File: src/rtl/rtxf_pkg.sv
package rtxf_pkg;
  // Number of stored words from extended pointers of width pw
  function automatic int unsigned fill_of(input int unsigned wp,
                                          input int unsigned rp,
                                          input int unsigned pw);
    int unsigned mask;
    mask = (32'd1 << pw) - 32'd1;
    return (wp - rp) & mask;
  endfunction

  // True when the fill exceeds half of the capacity
  function automatic logic over_half(input int unsigned fill,
                                     input int unsigned depth);
    return fill > (depth / 2);
  endfunction
endpackage

File: src/rtl/rtxf_ptr.sv
module rtxf_ptr #(
  parameter int PW = 10
) (
  input  logic          clk,
  input  logic          rst_n,
  input  logic          clr,
  input  logic          step,
  output logic [PW-1:0] ptr,
  output logic [PW-1:0] nxt
);
  always_comb begin
    if (clr)       nxt = '0;
    else if (step) nxt = ptr + PW'(1);
    else           nxt = ptr;
  end

  always_ff @(posedge clk) begin
    if (!rst_n) ptr <= '0;
    else        ptr <= nxt;
  end
endmodule

File: src/rtl/rtxf_ram.sv
module rtxf_ram #(
  parameter int DEPTH = 512,
  parameter int DW    = 9,
  localparam int AW   = $clog2(DEPTH)
) (
  input  logic          clk,
  input  logic          we,
  input  logic [AW-1:0] waddr,
  input  logic [DW-1:0] wdata,
  input  logic [AW-1:0] raddr,
  output logic [DW-1:0] rdata
);
  logic [DW-1:0] mem [DEPTH];

  always_ff @(posedge clk) begin
    if (we) mem[waddr] <= wdata;
  end

  assign rdata = mem[raddr];
endmodule

File: src/rtl/rtxf_flags.sv
module rtxf_flags #(
  parameter int DEPTH = 512,
  localparam int AW   = $clog2(DEPTH),
  localparam int PW   = AW + 1
) (
  input  logic          clk,
  input  logic          rst_n,
  input  logic [PW-1:0] nxt_wr,
  input  logic [PW-1:0] nxt_rd,
  output logic          empty_n,
  output logic          full_n,
  output logic          half_n
);
  import rtxf_pkg::*;

  int unsigned nfill;
  assign nfill = fill_of(int'(nxt_wr), int'(nxt_rd), PW);

  always_ff @(posedge clk) begin
    if (!rst_n) begin
      empty_n <= 1'b0;
      full_n  <= 1'b1;
      half_n  <= 1'b1;
    end else begin
      empty_n <= (nfill != 0);
      full_n  <= (nfill != DEPTH);
      half_n  <= !over_half(nfill, DEPTH);
    end
  end
endmodule

File: src/rtl/rtx_fifo.sv
module rtx_fifo #(
  parameter int DEPTH = 512,
  parameter int DW    = 9
) (
  input  logic          clk,
  input  logic          rst_n,
  input  logic          wr_en,
  input  logic          rd_en,
  input  logic          rtx,
  input  logic [DW-1:0] din,
  output logic [DW-1:0] dout,
  output logic          empty_n,
  output logic          full_n,
  output logic          half_n
);
  import rtxf_pkg::*;

  localparam int AW = $clog2(DEPTH);
  localparam int PW = AW + 1;

  if (DEPTH != (1 << AW)) begin : g_bad_depth
    $error("DEPTH must be a power of two");
  end

  // Named internal events
  logic          wr_go, rd_go;
  logic [PW-1:0] wr_ptr, rd_ptr, nxt_wr, nxt_rd, occ;

  assign wr_go = wr_en & full_n;
  assign rd_go = rd_en & empty_n & ~rtx;
  assign occ   = PW'(fill_of(int'(wr_ptr), int'(rd_ptr), PW));

  rtxf_ptr #(.PW(PW)) u_wp (
    .clk(clk), .rst_n(rst_n), .clr(1'b0), .step(wr_go),
    .ptr(wr_ptr), .nxt(nxt_wr)
  );

  rtxf_ptr #(.PW(PW)) u_rp (
    .clk(clk), .rst_n(rst_n), .clr(rtx), .step(rd_go),
    .ptr(rd_ptr), .nxt(nxt_rd)
  );

  rtxf_ram #(.DEPTH(DEPTH), .DW(DW)) u_ram (
    .clk(clk), .we(wr_go), .waddr(wr_ptr[AW-1:0]), .wdata(din),
    .raddr(rd_ptr[AW-1:0]), .rdata(dout)
  );

  rtxf_flags #(.DEPTH(DEPTH)) u_flg (
    .clk(clk), .rst_n(rst_n), .nxt_wr(nxt_wr), .nxt_rd(nxt_rd),
    .empty_n(empty_n), .full_n(full_n), .half_n(half_n)
  );
endmodule

File: config.mk
export PLATFORM = sky130hd
export DESIGN_NAME = rtx_fifo
export DESIGN_NICKNAME = d
export VERILOG_FILES = /design/src/rtl/rtxf_pkg.sv /design/src/rtl/rtxf_ptr.sv /design/src/rtl/rtxf_ram.sv /design/src/rtl/rtxf_flags.sv /design/src/rtl/rtx_fifo.sv
export SDC_FILE = /design/constraint.sdc
export NUM_CORES = 2
export LEC_CHECK = 0
export ABC_AREA = 0
export BUFFER_PORTS_ARGS = -buffer_cell sky130_fd_sc_hd__buf_2
export CAP_MARGIN = 5
export CORE_UTILIZATION = 39
export DETAILED_ROUTE_END_ITERATION = 8
export PLACE_DENSITY = 0.62
export SETUP_SLACK_MARGIN = 0.3
export SLEW_MARGIN = 10
export SYNTH_ARGS = -nofsm -noshare
export SYNTH_HDL_FRONTEND = slang
export SYNTH_MEMORY_MAX_BITS = 65536
export SYNTH_SLANG_ARGS = --single-unit
File: constraint.sdc
create_clock -name clk -period 5.39 [get_ports clk]
set_clock_uncertainty 0.15 [all_clocks]
set_input_delay 0.539 -clock clk [delete_from_list [all_inputs] [get_ports clk]]
set_output_delay 0.539 -clock clk [all_outputs]
set_load 0.05 [all_outputs]
==> reports/summary.json <==
{
  "worstPathCellList": {"value": "buf_4 -> or2_4 -> buf_12 -> o22ai_4 -> nor2_1 -> nor2_1 -> a2111oi_1 -> a21oi_1 -> buf_4 -> nand4_1 -> and4_1 -> buf_6 -> buf_12"},
  "fp.dieH": {"value": 678, "unit": "µm"},
  "core_region_area": {"value": 0.454, "unit": "mm²"},
  "cts-root-buf": {"value": "sky130_fd_sc_hd__clkbuf_16"},
  "grt_max_degree": {"value": 202},
  "final-setup-viol-count": {"value": 0},
  "layout_worst_path_cycle_share": {"value": 96.4, "unit": "%"},
  "core.rowCount": {"value": 247},
  "max_freq": {"value": 193, "unit": "MHz"},
  "yosysTopAreaCellShare": {"value": 77.6, "unit": "%"},
  "layout-drive-gt1-share": {"value": 26.8, "unit": "%"},
  "io-pin-count": {"value": 26},
  "crit_slowest_cell": {"value": "sky130_fd_sc_hd__a2111oi_1"},
  "synth_compound_area_share": {"value": 2.59, "unit": "%"},
  "cap_viol_max_count": {"value": 0},
  "numCtsBuffers": {"value": 445},
  "area_growth": {"value": 14.6, "unit": "%"},
  "floorplan.initialDensity": {"value": 39.3, "unit": "%"},
  "drt-wirelength-per-cell": {"value": 30.4, "unit": "µm"},
  "yosys.cell_types.count": {"value": 59},
  "post_synthesis_xor_xnor_area_fraction": {"value": 0.103, "unit": "%"},
  "drt-total-wl": {"value": 454, "unit": "mm"},
  "async_reset_ff_share": {"value": 0, "unit": "%"},
  "p_total": {"value": 73.3, "unit": "mW"},
  "antenna_left": {"value": 0},
  "grt_pass1_wl": {"value": 648, "unit": "mm"},
  "relSlewSlack": {"value": 16.7, "unit": "%"},
  "design.die.area": {"value": 0.460, "unit": "mm²"},
  "cts_max_level": {"value": 5},
  "worst-setup-path-type": {"value": "reg2out"},
  "ys_seq_elements": {"value": 4631},
  "rsz0062_at_grt": {"value": "true"},
  "timing_hold_violations_final": {"value": 0},
  "worst-endpoint-required": {"value": 4700, "unit": "ps"},
  "first_pass_iters": {"value": 6},
  "max-vdd-ir-drop": {"value": 0.298, "unit": "mV"},
  "dr_vias": {"value": 87000},
  "leading_post_synthesis_cells_by_cell_area": {"value": "sky130_fd_sc_hd__edfxtp_1 (78%), sky130_fd_sc_hd__mux4_2 (14%), sky130_fd_sc_hd__nor2_1 (1.3%), sky130_fd_sc_hd__mux2i_1 (1.2%), sky130_fd_sc_hd__o22ai_1 (0.62%)"},
  "synth-edff-count": {"value": 4608},
  "ctsLongestPathBuffers": {"value": 4},
  "result_of_the_run": {"value": "finished clean"},
  "slew_viol_final": {"value": 0},
  "clock_latency": {"value": 980, "unit": "ps"},
  "critPathArrivalTime": {"value": 4500, "unit": "ps"},
  "number_of_global_route_vias_before_repair": {"value": 87800},
  "synth_top_family_by_area": {"value": "multiplexers"},
  "worst_slew_pin_slew": {"value": 1250, "unit": "ps"},
  "syn_nets": {"value": 8211},
  "final.fill_count": {"value": 37200},
  "synth_instances": {"value": 8183},
  "synthFlopType": {"value": "sky130_fd_sc_hd__edfxtp_1"},
  "power_density": {"value": 359, "unit": "mW/mm²"},
  "global_route.usage.total": {"value": 19.3, "unit": "%"},
  "synth.avg_cell_area": {"value": 21.8, "unit": "µm²"},
  "p_leak": {"value": 61.0, "unit": "nW"},
  "gpl.final_weighted_congestion": {"value": 0.849},
  "clkSlewWorstSetupHoldPaths": {"value": 60, "unit": "ps"},
  "nets": {"value": 8621},
  "seq_area_frac_synth": {"value": 77.9, "unit": "%"},
  "worst_hold_path_type": {"value": "in2reg"},
  "cp-start-kind": {"value": "flop"},
  "setup_total_negative_slack": {"value": 0, "unit": "ps"},
  "slowest_delay": {"value": 480, "unit": "ps"},
  "yosys-mux-area-fraction": {"value": 15.5, "unit": "%"},
  "synth_simple_gate_area_share": {"value": 2.30, "unit": "%"},
  "antenna_found_initial": {"value": 25},
  "cell_area_synth": {"value": 0.178, "unit": "mm²"},
  "synth.yosys.warnings": {"value": 0},
  "synth_largest_area_cell": {"value": "sky130_fd_sc_hd__edfxtp_1"},
  "placement.setup.worst_slack": {"value": 110, "unit": "ps"},
  "cts_tree": {"value": "done"},
  "fin_ws": {"value": 197, "unit": "ps"},
  "drc": {"value": 0},
  "routed_via_density": {"value": 5.82},
  "fin_crit": {"value": 5190, "unit": "ps"},
  "worstSetupEndpointType": {"value": "primary output"},
  "global_route.overflow_total": {"value": 0},
  "post_synth_fa_ha_maj_area_fraction": {"value": 0.0982, "unit": "%"},
  "chip_width": {"value": 678, "unit": "µm"},
  "dp.final_hpwl": {"value": 270, "unit": "mm"},
  "drt_iter0_markers": {"value": 11300},
  "cp_max_fo": {"value": 17},
  "tritoncts_num_sinks": {"value": 4631},
  "placement.io_buffers": {"value": 25}
}
## layout make-up
class                           count  area [µm²]  area share (%)
Multi-Input combinational cell   3046       37700            18.5
Clock buffer                      533       11700            5.70
Tap cell                         5976        7480            3.66
Inverter                            9        46.3          0.0226
Sequential cell                  4631      139000            67.9
Timing Repair Buffer              460        5860            2.86
Antenna cell                        8        20.0         0.00979
Clock inverter                    279        2760            1.35
## placed cells by master, fill, tap and decap left out, drive strengths merged, types with 15 or more instances in the layout
master / count
a22o: 16
clkinv: 192
a22oi: 126
nand3: 74
edfxtp: 4608
bufbuf: 20
mux2i: 206
nand4: 43
dfxtp: 23
clkbuf: 533
nor2: 613
and2: 18
inv: 27
nand2: 147
a21oi: 75
bufinv: 50
o21ai: 101
a211oi: 77
xnor2: 15
buf: 430
a221oi: 18
a31oi: 19
mux4: 1133
o22ai: 178
clkinvlp: 19
## layer usage
| metal | part of all wire (%) | global-route usage [%] | up-vias |
|---|---|---|---|
| met1 | 40 | 26.9 | 46900 |
| li1 | - | - | 35300 |
| met2 | 48 | 31.1 | 3987 |
| met4 | 3.9 | 6.53 | 10 |
| met3 | 7.8 | 3.08 | 726 |
| met5 | 0.012 | 0 | - |
## worst max-delay path: cells and delay by family (launching register included)
family | cells | cell delay [ps]
AO/OA/AOI/OAI | 3 | 690
flip-flops | 1 | 470
buffers and inverters | 5 | 1120
AND/OR/NAND/NOR | 5 | 1160
## worst paths after layout
path                                              start                     endpoint  slack, ps  cells after the start
worst min-delay path                             din[0]  u_ram.mem[440][0]$_DFFE_PP_         40                      1
worst min register to register   u_wp.ptr[9]$_SDFF_PN0_       u_wp.ptr[9]$_SDFF_PN0_        380                      2
worst max register to register  u_flg.full_n$_SDFF_PN1_      u_flg.half_n$_SDFF_PN1_        940                     10
worst max-delay path             u_rp.ptr[4]$_SDFF_PN0_                      dout[5]        200                     13
## where the power goes
part           internal (mW)  switching (mW)
logic                   1.04            1.59
clock network           17.8            13.3
registers               39.6         0.00886
## through the flow
stage / area, µm² / utilization (%) / cells / hold slack (ps)
after global placement: 187000 / 41.2 / 14000 / 349
after floorplan: 178000 / - / 8183 / 335
final: 204000 / 45.0 / 14900 / 36.4
after global routing: 204000 / 45.0 / 14900 / 64.6
after detailed placement: 187000 / 41.2 / 14000 / 358
after CTS: 204000 / 45.0 / 14900 / 11.2
## sequential cells by signal, indices dropped and copies added, names as in the netlist
register	flops
u_flg.empty_n	1
u_ram.mem	4608
u_wp.ptr	10
u_rp.ptr	10
u_flg.full_n	1
u_flg.half_n	1
## cells in the mapped netlist, types with 4 or more instances
| cell | n |
|---|---|
| sky130_fd_sc_hd__o21ai_0 | 100 |
| sky130_fd_sc_hd__clkbuf_1 | 225 |
| sky130_fd_sc_hd__ha_1 | 14 |
| sky130_fd_sc_hd__nor3_1 | 11 |
| sky130_fd_sc_hd__a22oi_1 | 126 |
| sky130_fd_sc_hd__o22ai_1 | 178 |
| sky130_fd_sc_hd__a211o_1 | 9 |
| sky130_fd_sc_hd__o32ai_1 | 9 |
| sky130_fd_sc_hd__nor2_1 | 613 |
| sky130_fd_sc_hd__buf_1 | 43 |
| sky130_fd_sc_hd__and4_1 | 9 |
| sky130_fd_sc_hd__xor2_1 | 6 |
| sky130_fd_sc_hd__nand3_1 | 74 |
| sky130_fd_sc_hd__mux2_2 | 11 |
| sky130_fd_sc_hd__a22o_1 | 16 |
| sky130_fd_sc_hd__or3_1 | 11 |
| sky130_fd_sc_hd__a21boi_0 | 9 |
| sky130_fd_sc_hd__nor2b_1 | 14 |
| sky130_fd_sc_hd__inv_1 | 8 |
| sky130_fd_sc_hd__nand2b_1 | 6 |
| sky130_fd_sc_hd__nand4_1 | 43 |
| sky130_fd_sc_hd__dfxtp_1 | 23 |
| sky130_fd_sc_hd__or2_2 | 8 |
| sky130_fd_sc_hd__xnor2_1 | 15 |
| sky130_fd_sc_hd__o211ai_1 | 11 |
| sky130_fd_sc_hd__nor4_1 | 4 |
| sky130_fd_sc_hd__o221ai_1 | 11 |
| sky130_fd_sc_hd__buf_4 | 83 |
| sky130_fd_sc_hd__mux4_2 | 1133 |
| sky130_fd_sc_hd__mux2i_1 | 206 |
| sky130_fd_sc_hd__nand2_1 | 146 |
| sky130_fd_sc_hd__a211oi_1 | 77 |
| sky130_fd_sc_hd__a21oi_1 | 75 |
| sky130_fd_sc_hd__a221oi_1 | 18 |
| sky130_fd_sc_hd__a2111oi_0 | 9 |
| sky130_fd_sc_hd__edfxtp_1 | 4608 |
| sky130_fd_sc_hd__o2111ai_1 | 12 |
| sky130_fd_sc_hd__buf_6 | 44 |
| sky130_fd_sc_hd__buf_2 | 99 |
| sky130_fd_sc_hd__a31oi_1 | 19 |
| sky130_fd_sc_hd__and2_1 | 18 |
## cell families after synthesis
| logic type | Yosys count |
|---|---|
| flops | 4631 |
| simple gates | 970 |
| xor+xnor | 21 |
| mux | 1350 |
| buf+inv | 506 |
| fa+ha+maj | 14 |
| compound gates | 691 |
## timing repair
action                                  CTS  global route
resized for setup                       250            14
pin swaps                                26            13
gates cloned                             26             0
endpoints found under the setup margin    9             9
hold endpoints to repair                259             0
buffers inserted                         42            26
hold buffers                             10             0
Power figures use the tool's default switching activity.
